--- config.mk ---
export PLATFORM = sky130hd
export DESIGN_NAME = cbr_refresh_sched
export DESIGN_NICKNAME = d
export VERILOG_FILES = /design/src/rtl/cbr_refresh_pkg.sv /design/src/rtl/refresh_interval_timer.sv /design/src/rtl/refresh_debt_counter.sv /design/src/rtl/cbr_cycle_engine.sv /design/src/rtl/cbr_refresh_sched.sv
export SDC_FILE = /design/constraint.sdc
export NUM_CORES = 1
export LEC_CHECK = 0
export ABC_AREA = 1
export ABC_CLOCK_PERIOD_IN_PS = 2160
export BUFFER_PORTS_ARGS = -buffer_cell sky130_fd_sc_hd__clkbuf_2
export CORE_ASPECT_RATIO = 1.25
export CORE_MARGIN = 2
export CORE_UTILIZATION = 45
export DETAILED_ROUTE_END_ITERATION = 10
export PLACE_DENSITY = 0.65
export SYNTH_ARGS = -nofsm -noshare
export SYNTH_HDL_FRONTEND = slang
export SYNTH_SLANG_ARGS = --single-unit
--- constraint.sdc ---
create_clock -name clk -period 2.16 [get_ports clk]
set_input_delay 0.108 -clock clk [delete_from_list [all_inputs] [get_ports clk]]
set_output_delay 0.108 -clock clk [all_outputs]
set_load 0.1 [all_outputs]
--- src/rtl/cbr_refresh_pkg.sv ---
package cbr_refresh_pkg;
  typedef enum logic [1:0] {
    PH_PAUSE = 2'd0,
    PH_WAKE  = 2'd1,
    PH_RUN   = 2'd2
  } phase_t;

  typedef enum logic [1:0] {
    CY_IDLE    = 2'd0,
    CY_SETUP   = 2'd1,
    CY_STROBE  = 2'd2,
    CY_RECOVER = 2'd3
  } cyc_t;
endpackage

--- src/rtl/refresh_interval_timer.sv ---
module refresh_interval_timer #(
  parameter int TICK_CYCLES = 781
) (
  input  logic clk,
  input  logic rst_n,
  input  logic run,
  output logic tick
);
  localparam int W = $clog2(TICK_CYCLES + 1);
  localparam logic [W-1:0] LAST = W'(TICK_CYCLES - 1);

  logic [W-1:0] cnt;

  always_ff @(posedge clk) begin
    if (!rst_n || !run) cnt <= '0;
    else if (cnt == LAST) cnt <= '0;
    else cnt <= cnt + 1'b1;
  end

  assign tick = run && (cnt == LAST);
endmodule

--- src/rtl/refresh_debt_counter.sv ---
module refresh_debt_counter #(
  parameter int OWED_MAX = 8
) (
  input  logic clk,
  input  logic rst_n,
  input  logic clear,
  input  logic inc,
  input  logic dec,
  output logic owed_any,
  output logic full,
  output logic overflow
);
  localparam int CW = $clog2(OWED_MAX + 1);
  localparam logic [CW-1:0] LIMIT = CW'(OWED_MAX);

  logic [CW-1:0] owed;

  assign full     = (owed == LIMIT);
  assign owed_any = (owed != '0);
  assign overflow = inc && !dec && full;

  always_ff @(posedge clk) begin
    if (!rst_n || clear) owed <= '0;
    else if (inc && !dec && !full) owed <= owed + 1'b1;
    else if (dec && !inc && owed_any) owed <= owed - 1'b1;
  end
endmodule

--- src/rtl/cbr_cycle_engine.sv ---
module cbr_cycle_engine
  import cbr_refresh_pkg::*;
#(
  parameter int T_CSR = 1,
  parameter int T_CHR = 1,
  parameter int T_RAS = 4,
  parameter int T_RP  = 3
) (
  input  logic clk,
  input  logic rst_n,
  input  logic start,
  output logic ras_n,
  output logic cas_n,
  output logic busy,
  output logic done
);
  localparam int LONGEST = (T_RAS > T_RP) ? ((T_RAS > T_CSR) ? T_RAS : T_CSR)
                                          : ((T_RP > T_CSR) ? T_RP : T_CSR);
  localparam int CW = $clog2(LONGEST + 1);
  localparam logic [CW-1:0] SETUP_LAST   = CW'(T_CSR - 1);
  localparam logic [CW-1:0] STROBE_LAST  = CW'(T_RAS - 1);
  localparam logic [CW-1:0] RECOVER_LAST = CW'(T_RP - 1);
  localparam logic [CW-1:0] HOLD_LEN     = CW'(T_CHR);

  cyc_t          state;
  logic [CW-1:0] cnt;

  always_ff @(posedge clk) begin
    if (!rst_n) begin
      state <= CY_IDLE;
      cnt   <= '0;
    end else begin
      case (state)
        CY_IDLE: if (start) begin
          state <= CY_SETUP;
          cnt   <= '0;
        end
        CY_SETUP: if (cnt == SETUP_LAST) begin
          state <= CY_STROBE;
          cnt   <= '0;
        end else cnt <= cnt + 1'b1;
        CY_STROBE: if (cnt == STROBE_LAST) begin
          state <= CY_RECOVER;
          cnt   <= '0;
        end else cnt <= cnt + 1'b1;
        CY_RECOVER: if (cnt == RECOVER_LAST) begin
          state <= CY_IDLE;
          cnt   <= '0;
        end else cnt <= cnt + 1'b1;
        default: begin
          state <= CY_IDLE;
          cnt   <= '0;
        end
      endcase
    end
  end

  // CAS leads RAS low and is held a few cycles past the RAS fall.
  assign cas_n = !((state == CY_SETUP) || ((state == CY_STROBE) && (cnt < HOLD_LEN)));
  assign ras_n = !(state == CY_STROBE);
  assign busy  = (state != CY_IDLE);
  assign done  = (state == CY_RECOVER) && (cnt == RECOVER_LAST);
endmodule

--- src/rtl/cbr_refresh_sched.sv ---
module cbr_refresh_sched
  import cbr_refresh_pkg::*;
#(
  parameter int CLK_MHZ     = 50,
  parameter bit FOUR_K      = 1'b0,
  parameter int PAUSE_US    = 200,
  parameter int WAKE_CYCLES = 8,
  parameter int OWED_MAX    = 8,
  parameter int T_CSR       = 1,
  parameter int T_CHR       = 1,
  parameter int T_RAS       = 4,
  parameter int T_RP        = 3
) (
  input  logic clk,
  input  logic rst_n,
  input  logic ref_gnt,
  output logic ref_req,
  output logic force_stop,
  output logic ready,
  output logic refresh_err,
  output logic ras_n,
  output logic cas_n
);
  localparam int ROWS         = FOUR_K ? 4096 : 2048;
  localparam int WINDOW_US    = FOUR_K ? 64000 : 32000;
  localparam int TICK_CYCLES  = (WINDOW_US * CLK_MHZ) / ROWS;
  localparam int PAUSE_CYCLES = PAUSE_US * CLK_MHZ;
  localparam int PW           = $clog2(PAUSE_CYCLES + 1);
  localparam int WW           = $clog2(WAKE_CYCLES + 1);
  localparam logic [PW-1:0] PAUSE_LAST = PW'(PAUSE_CYCLES - 1);
  localparam logic [WW-1:0] WAKE_LAST  = WW'(WAKE_CYCLES - 1);

  phase_t        phase;
  logic [PW-1:0] pause_cnt;
  logic [WW-1:0] wake_cnt;

  logic tick, owed_any, owed_full, overflow;
  logic busy, done, start, want;

  refresh_interval_timer #(.TICK_CYCLES(TICK_CYCLES)) u_timer (
    .clk  (clk),
    .rst_n(rst_n),
    .run  (phase == PH_RUN),
    .tick (tick)
  );

  refresh_debt_counter #(.OWED_MAX(OWED_MAX)) u_debt (
    .clk     (clk),
    .rst_n   (rst_n),
    .clear   (phase != PH_RUN),
    .inc     (tick),
    .dec     (done && (phase == PH_RUN)),
    .owed_any(owed_any),
    .full    (owed_full),
    .overflow(overflow)
  );

  cbr_cycle_engine #(
    .T_CSR(T_CSR), .T_CHR(T_CHR), .T_RAS(T_RAS), .T_RP(T_RP)
  ) u_engine (
    .clk  (clk),
    .rst_n(rst_n),
    .start(start),
    .ras_n(ras_n),
    .cas_n(cas_n),
    .busy (busy),
    .done (done)
  );

  assign want    = (phase == PH_WAKE) || ((phase == PH_RUN) && owed_any);
  assign start   = want && ref_gnt && !busy;
  assign ref_req = want || busy;

  always_ff @(posedge clk) begin
    if (!rst_n) begin
      phase       <= PH_PAUSE;
      pause_cnt   <= '0;
      wake_cnt    <= '0;
      refresh_err <= 1'b0;
    end else begin
      refresh_err <= 1'b0;
      case (phase)
        PH_PAUSE: begin
          if (pause_cnt == PAUSE_LAST) begin
            phase    <= PH_WAKE;
            wake_cnt <= '0;
          end else pause_cnt <= pause_cnt + 1'b1;
        end
        PH_WAKE: begin
          if (done) begin
            if (wake_cnt == WAKE_LAST) phase <= PH_RUN;
            else wake_cnt <= wake_cnt + 1'b1;
          end
        end
        PH_RUN: begin
          if (overflow) begin
            phase       <= PH_WAKE;
            wake_cnt    <= '0;
            refresh_err <= 1'b1;
          end
        end
        default: phase <= PH_PAUSE;
      endcase
    end
  end

  assign ready      = (phase == PH_RUN);
  assign force_stop = (phase == PH_RUN) && owed_full;
endmodule

==> run_results.csv, run 1 <==
group,metric,value,unit
routing,routed_via_density,4.93,
worst_hold_path,min_to,"u_engine.cnt[2]$_SDFFE_PN0N_",
yosys,synth.most_common_cell,"nand2_1",
floorplanning,dieArea,5860,um2
final_layout,fin_area,2700,um2
routing,drc,0,
power_and_ir_drop,power,2.61,mW
floorplanning,die_h,85.1,um
clocking,numCtsBuffers,5,
clocking,clkTransAtPathRegs,0.08,ns
worst_setup_path,critPathTopFamily,"adder cells",
clocking,clock_path_buffers,2,
worst_setup_path,max_stage_delay,0.42,ns
worst_setup_path,crit_type,"flip-flop to flip-flop",
outcome,status,"complete, no violations",
clocking,hold_buffers,0,
place,place_area,2550,um2
timing,slew_viol_final,0,
worst_setup_path,crit_arrival,2.19,ns
power_and_ir_drop,power_density,966,nW/um2
timing,finalHoldViolCount,0,
timing,max_freq,0.501,GHz
grt,grt-ovfl-total,0,
clocking,htreeDepth,2,
final_layout,n_fill_cell,521,
worst_setup_path,critPathLaunchType,"flip-flop",
routing,wl_per_cell,11.0,um
final_layout,diodes,0,
clocking,cts_tree,"done",
worst_setup_path,r2r_cells,13,
worst_setup_path,reg2reg_to,"u_debt.owed[2]$_SDFFE_PN0P_",
worst_setup_path,r2r_start,"u_timer.cnt[1]$_SDFF_PP0_",
floorplanning,die_w,68.9,um
routing,drtIter0Drc,94,
routing,num_vias,2107,
yosys,synth_seq_area_share,0.338,
floorplanning,start_util,0.466,
timing,relSlewSlack,0.636,
yosys,ys_seq_elements,40,
worst_setup_path,cpMostUsedCell,"nand2_1",
timing,finClkSkew,0.00511,ns
place,portBuffers,8,
grt,grt_antenna_before_repair,0,
routing,postRouteAntennaNets,0,
yosys,netlist_instances,341,
worst_setup_path,cp_slowest_cell,"fa_1",
timing,tightest_slew,0.548,ns
clocking,cts_num_sinks,40,
yosys,yosys_warnings,0,
worst_hold_path,min_from,"ref_gnt",
yosys,async_flop_share,0,
yosys,yosys.area.top_type,"dfxtp_1",
timing,post-route-min-period,2.00,ns
clocking,clockRootBuffer,"clkbuf_8",
grt,first_global_vias,2014,
worst_hold_path,hp-class,"input pin to flip-flop",
yosys,synth.distinct_cells,32,
place,dp_hpwl,3520,um
power_and_ir_drop,leakagePower,1.13,nW
yosys,syn_nets,361,
grt,grt_max_degree,15,
yosys,syn_avg_cell_area,6.94,um2
yosys,netlist_top_cells_count,"68 x nand2_1, 49 x inv_1, 47 x nor2_1, 40 x dfxtp_1",
worst_setup_path,rrSetupSlack,0.16,ns
final_layout,layout-drive-gt1-share,0.159,
place,gp_congestion,0.804,
worst_setup_path,cp.required,2.35,ns
timing,finalSetupViolations,0,
yosys,syn_area,2370,um2
worst_hold_path,hold_path_depth,6,
worst_setup_path,path_buf_inv,3,
clocking,clk-insertion-delay-late,0.29,ns
final_layout,syn_to_final_growth,14.1,%
worst_setup_path,crit_path_cell_trace,"inv_1, ha_1, nand2_1, inv_1, nand3_1, nor2_2, nand3_4, buf_6, fa_1, xnor2_1, nand2_1, nand2_1, a21oi_1",
timing,period_share,0.925,
floorplanning,boundaryPins,9,
run,drv_cap,0,
floorplanning,row_count,29,
power_and_ir_drop,ir_drop,0.926,mV
timing,whs,0.228,ns
yosys,synth.area.top_cells,"dfxtp_1 34%, nand2_1 11%, ha_1 8.5%",
routing,finalWirelength,4700,um
routing,drtPass1Iterations,4,
yosys,synth_top_area_share,0.338,
worst_setup_path,critPathCaptureType,"flip-flop",
yosys,synth_edf_count,0,
grt,grt_pass1_wl,8330,um
floorplanning,core,5080,um2
grt,track_usage,0.182,
worst_setup_path,crit_fanout,3,
yosys,yosys_most_used_dff,"dfxtp_1",
final_layout,finalNetCount,384,
-- power breakdown --
group | switching [mW] | internal, mW
Sequential | 0.0700 | 0.815
Combinational | 0.900 | 0.305
Clock | 0.257 | 0.261
-- final cells by class --
class,instances,area [um2],share of cell area
clock buffer,8,90.1,0.0334
inverter,54,205,0.0760
multi-input combinational,244,1400,0.518
sequential,40,803,0.297
tap,62,77.6,0.0287
timing repair buffer,19,126,0.0468
-- state kept, by name (all words and copies together), names as in the netlist --
signal	flops
pause_cnt	14
phase	2
u_timer.cnt	10
u_engine.state	2
refresh_err	1
u_debt.owed	4
u_engine.cnt	3
wake_cnt	4
-- worst reg2reg max path: stages (launching register included) --
cell     delay, ns
dfxtp_2       0.33
inv_1         0.05
ha_1          0.15
nand2_1       0.05
inv_1         0.04
nand3_1       0.08
nor2_2        0.18
nand3_4       0.13
buf_6         0.15
fa_1          0.42
xnor2_1       0.14
nand2_1       0.07
nand2_1       0.05
a21oi_1       0.03
-- cell usage in the layout, fill, tap and decap left out, drive strengths merged --
cell / n
a41oi: 1
nor4: 1
inv: 54
nand3b: 1
or2: 1
buf: 11
ha: 16
nor2: 50
dfxtp: 40
nand4: 4
nand2: 78
o21ai: 12
nand3: 29
o21bai: 2
a21oi: 26
and3: 2
a31oi: 1
nor3b: 4
nor3: 8
xor2: 4
fa: 1
xnor2: 3
clkbuf: 16
-- metrics by stage --
stage,setup slack [ns],setup TNS (ns),utilization,cells
6_report,0.162,0,0.532,427
5_1_grt,-0.00664,-0.00932,0.532,427
4_1_cts,0.00735,0,0.520,426
3_5_place_dp,-0.0000429,-0.0000429,0.502,418
3_3_place_gp,0.112,0,0.502,418
2_1_floorplan,0.0255,0,-,341
-- what timing repair did --
action | 4_1_cts | 5_1_grt
pin swaps | 1 | 6
buffers inserted | 0 | 1
gates resized for setup | 1 | 9
setup endpoints to repair | 1 | 2
-- logic make-up (layout without fill, tap and decap cells) --
family | count (synthesis) | after routing | share of synthesized area
buffers and inverters | 57 | 81 | 0.0941
XOR/XNOR | 7 | 7 | 0.0259
adder cells (fa/ha/maj) | 17 | 17 | 0.0931
AO/OA/AOI/OAI | 42 | 42 | 0.0931
AND/OR/NAND/NOR | 178 | 178 | 0.355
flip-flops | 40 | 40 | 0.338
-- worst max-delay path by stage --
stage / startpoint / end / depth (start not counted)
after floorplan: phase[1]$_SDFFE_PN0P_ / u_debt.owed[3]$_SDFFE_PN0P_ / 11
after global placement: u_timer.cnt[1]$_SDFF_PP0_ / u_debt.owed[3]$_SDFFE_PN0P_ / 13
after detailed placement: u_timer.cnt[1]$_SDFF_PP0_ / u_debt.owed[3]$_SDFFE_PN0P_ / 13
after CTS: u_engine.cnt[0]$_SDFFE_PN0N_ / u_debt.owed[3]$_SDFFE_PN0P_ / 12
after global routing: u_timer.cnt[1]$_SDFF_PP0_ / u_debt.owed[3]$_SDFFE_PN0P_ / 14
final: u_timer.cnt[1]$_SDFF_PP0_ / u_debt.owed[2]$_SDFFE_PN0P_ / 13
-- layer usage --
layer | GRT usage | part of all wire
met1 | 0.218 | 0.45
met2 | 0.320 | 0.52
met3 | 0.0358 | 0.024
met4 | 0.0553 | 0.013
met5 | 0 | 0
Note: power is estimated with default switching activity, not from simulation.
==> inputs of run 2 (changes only) <==
Settings changed: CORE_UTILIZATION 45 to 30, CTS_BUF_LIST from default to sky130_fd_sc_hd__clkbuf_2 sky130_fd_sc_hd__clkbuf_4 sky130_fd_sc_hd__clkbuf_8, PLACE_DENSITY 0.65 to 0.48.
==> run 2 against run 1 <==
  * Critical path depth stayed put
  * Clock power increased by 20%
  * Via count up 0.85%
  * Clock-buffer cell count shrank 2
  * Sequential cell count unchanged
  * Cell area is 2.2% higher
  * Worst hold slack improved by 0.0045 ns
  * Power up 4.2%
  * Non-clock buffer count grew 2
  * Setup slack better by 0.011 ns
  * Sequential share of layout area down 0.63 points
  * Die area grew 47%
  * Largest cell class unchanged
  * Largest power group unchanged
==> run_results.csv, run 2 (same netlist as run 1, synthesis figures left out) <==
group,metric,value,unit
outcome,status,"complete, no violations",
timing,finClkSkew,0.0140,ns
grt,first_global_vias,2152,
final_layout,syn_to_final_growth,16.6,%
routing,postRouteAntennaNets,0,
clocking,numCtsBuffers,5,
final_layout,finalNetCount,386,
final_layout,n_fill_cell,866,
grt,grt_antenna_before_repair,0,
timing,max_freq,0.503,GHz
clocking,clockRootBuffer,"clkbuf_8",
clocking,clkTransAtPathRegs,0.09,ns
final_layout,fin_cells,462,
worst_setup_path,critPathCaptureType,"flip-flop",
final_layout,regMostFlops,"pause_cnt",
floorplanning,die_w,83.4,um
timing,setup_tns,0,ns
power_and_ir_drop,ir_drop,0.913,mV
clocking,cts_tree,"done",
worst_hold_path,min_to,"u_engine.cnt[1]$_SDFFE_PN0N_",
worst_setup_path,cp_slowest_cell,"dfxtp_2",
grt,grt_max_degree,15,
floorplanning,boundaryPins,9,
power_and_ir_drop,p_comb_frac,0.444,
worst_setup_path,crit_path_cell_trace,"inv_1, ha_1, nand2_1, inv_1, nand3_1, nor2_2, nand3_2, ha_1, and3_1, nor2_2, nand4_1, a21oi_1, nor2_1",
power_and_ir_drop,power_density,985,nW/um2
final_layout,layout-drive-gt1-share,0.169,
timing,post-route-min-period,1.99,ns
timing,relSlewSlack,0.630,
timing,finalSetupViolations,0,
power_and_ir_drop,p_seq_frac,0.326,
final_layout,diodes,0,
routing,finalWirelength,5080,um
clocking,clock_path_buffers,2,
worst_hold_path,min_from,"ref_gnt",
worst_setup_path,reg2reg_to,"u_debt.owed[3]$_SDFFE_PN0P_",
timing,tightest_slew,0.558,ns
grt,grt_pass1_wl,9210,um
worst_setup_path,cp.required,2.35,ns
final_layout,final_common_cell,"nand2_1",
worst_hold_path,hold_path_depth,6,
routing,drtPass1Iterations,4,
worst_setup_path,critPathLaunchType,"flip-flop",
final_layout,biggestRegsByFlops,"pause_cnt x14, u_timer.cnt x10",
worst_setup_path,max_stage_delay,0.33,ns
floorplanning,dieArea,8620,um2
routing,drc,0,
timing,period_share,0.920,
power_and_ir_drop,p_int,1.47,mW
power_and_ir_drop,p_switching,1.25,mW
worst_setup_path,crit_arrival,2.18,ns
worst_setup_path,r2r_start,"u_timer.cnt[1]$_SDFF_PP0_",
place,dp_hpwl,3930,um
place,gp_congestion,0.816,
grt,grt_util_met3,0.0238,
floorplanning,start_util,0.305,
grt,track_usage,0.129,
grt,grt-ovfl-total,0,
power_and_ir_drop,pwr-share-clk,0.229,
worst_setup_path,r2r_cells,13,
worst_setup_path,crit_type,"flip-flop to flip-flop",
final_layout,largest_reg_flops,14,
power_and_ir_drop,power,2.72,mW
power_and_ir_drop,leakagePower,1.15,nW
floorplanning,row_count,36,
place,dpl_worst_slack,0.0267,ns
routing,wl_per_cell,11.0,um
worst_setup_path,critPathTopFamily,"simple AND/OR/NAND/NOR gates",
grt,grt-busiest-layer,"met2",
worst_hold_path,hp-class,"input pin to flip-flop",
routing,num_vias,2125,
timing,slew_viol_final,0,
clocking,cts_num_sinks,40,
worst_setup_path,crit_fanout,3,
clocking,clk-insertion-delay-late,0.29,ns
timing,postLayoutSetupSlackWorst,0.174,ns
final_layout,final_cell_mix,"68 x nand2_1, 49 x inv_1, 45 x nor2_1, 38 x dfxtp_1",
floorplanning,die_h,103,um
place,placed_cells,453,
floorplanning,core,7750,um2
power_and_ir_drop,switching_share,0.459,
grt,use_met2,0.248,
worst_setup_path,rrSetupSlack,0.17,ns
routing,drtIter0Drc,28,
run,drv_cap,0,
place,portBuffers,8,
worst_setup_path,path_buf_inv,2,
grt,use_met1,0.145,
routing,routed_via_density,4.60,
clocking,htreeDepth,2,
timing,finalHoldViolCount,0,
==> run 2: final cells by class <==
| type | count | area, um2 | area share |
|---|---|---|---|
| flip-flops and latches | 40 | 803 | 0.291 |
| clock buffers | 6 | 76.3 | 0.0277 |
| multi-input cells | 244 | 1380 | 0.500 |
| repair buffers | 21 | 141 | 0.0512 |
| well taps | 95 | 119 | 0.0431 |
| inverters | 54 | 205 | 0.0744 |
| clock inverters | 2 | 35.0 | 0.0127 |
==> run 2: how the worst max path moves through the flow <==
stage                            startpoint                     endpoint  slack, ns  depth (start not counted)
2_1_floorplan         phase[1]$_SDFFE_PN0P_  u_debt.owed[3]$_SDFFE_PN0P_       0.03                         11
3_3_place_gp   u_engine.cnt[0]$_SDFFE_PN0N_  u_debt.owed[3]$_SDFFE_PN0P_       0.09                         12
3_5_place_dp   u_engine.cnt[0]$_SDFFE_PN0N_  u_debt.owed[3]$_SDFFE_PN0P_       0.03                         12
4_1_cts        u_engine.cnt[0]$_SDFFE_PN0N_  u_debt.owed[3]$_SDFFE_PN0P_      0.004                         12
5_1_grt           u_timer.cnt[1]$_SDFF_PP0_  u_debt.owed[3]$_SDFFE_PN0P_      -0.02                         14
6_report          u_timer.cnt[1]$_SDFF_PP0_  u_debt.owed[3]$_SDFFE_PN0P_       0.17                         13
==> run 2: power groups by stage <==
stage | Combinational (mW) | Clock, mW | Sequential (mW)
after floorplan | 1.00 | 0 | 0.887
after global placement | 1.22 | 0 | 0.899
after detailed placement | 1.22 | 0 | 0.901
final | 1.21 | 0.623 | 0.887
after CTS | 1.22 | 0.658 | 0.885
after global routing | 1.33 | 0.682 | 0.900
==> run 2: worst register-to-register path: cells and delay by family, from the launching register on <==
family	cells	cell delay, ns
AND/OR/NAND/NOR	8	0.87
adder cells (fa/ha/maj)	2	0.45
flip-flops	1	0.33
AO/OA/AOI/OAI	1	0.15
buffers and inverters	2	0.10
==> run 2: per-stage QoR <==
step / util / hold slack (ns) / cell area (um2)
2_1_floorplan: - / 0.246 / 2380
3_3_place_gp: 0.336 / 0.464 / 2610
3_5_place_dp: 0.336 / 0.474 / 2610
4_1_cts: 0.351 / 0.222 / 2720
5_1_grt: 0.356 / 0.261 / 2760
6_report: 0.356 / 0.232 / 2760
==> run 2: what timing repair did <==
action                                  in CTS  in global routing
endpoints found under the setup margin       0                  2
buffers inserted                             0                  1
resized for setup                            0                  9
hold buffers                                 0                  0
==> run 2: layer usage <==
layer | routed length [um] | part of all wire
met5 | 0 | 0
met1 | 2340 | 0.46
met2 | 2560 | 0.50
met4 | 57 | 0.011
met3 | 117 | 0.023
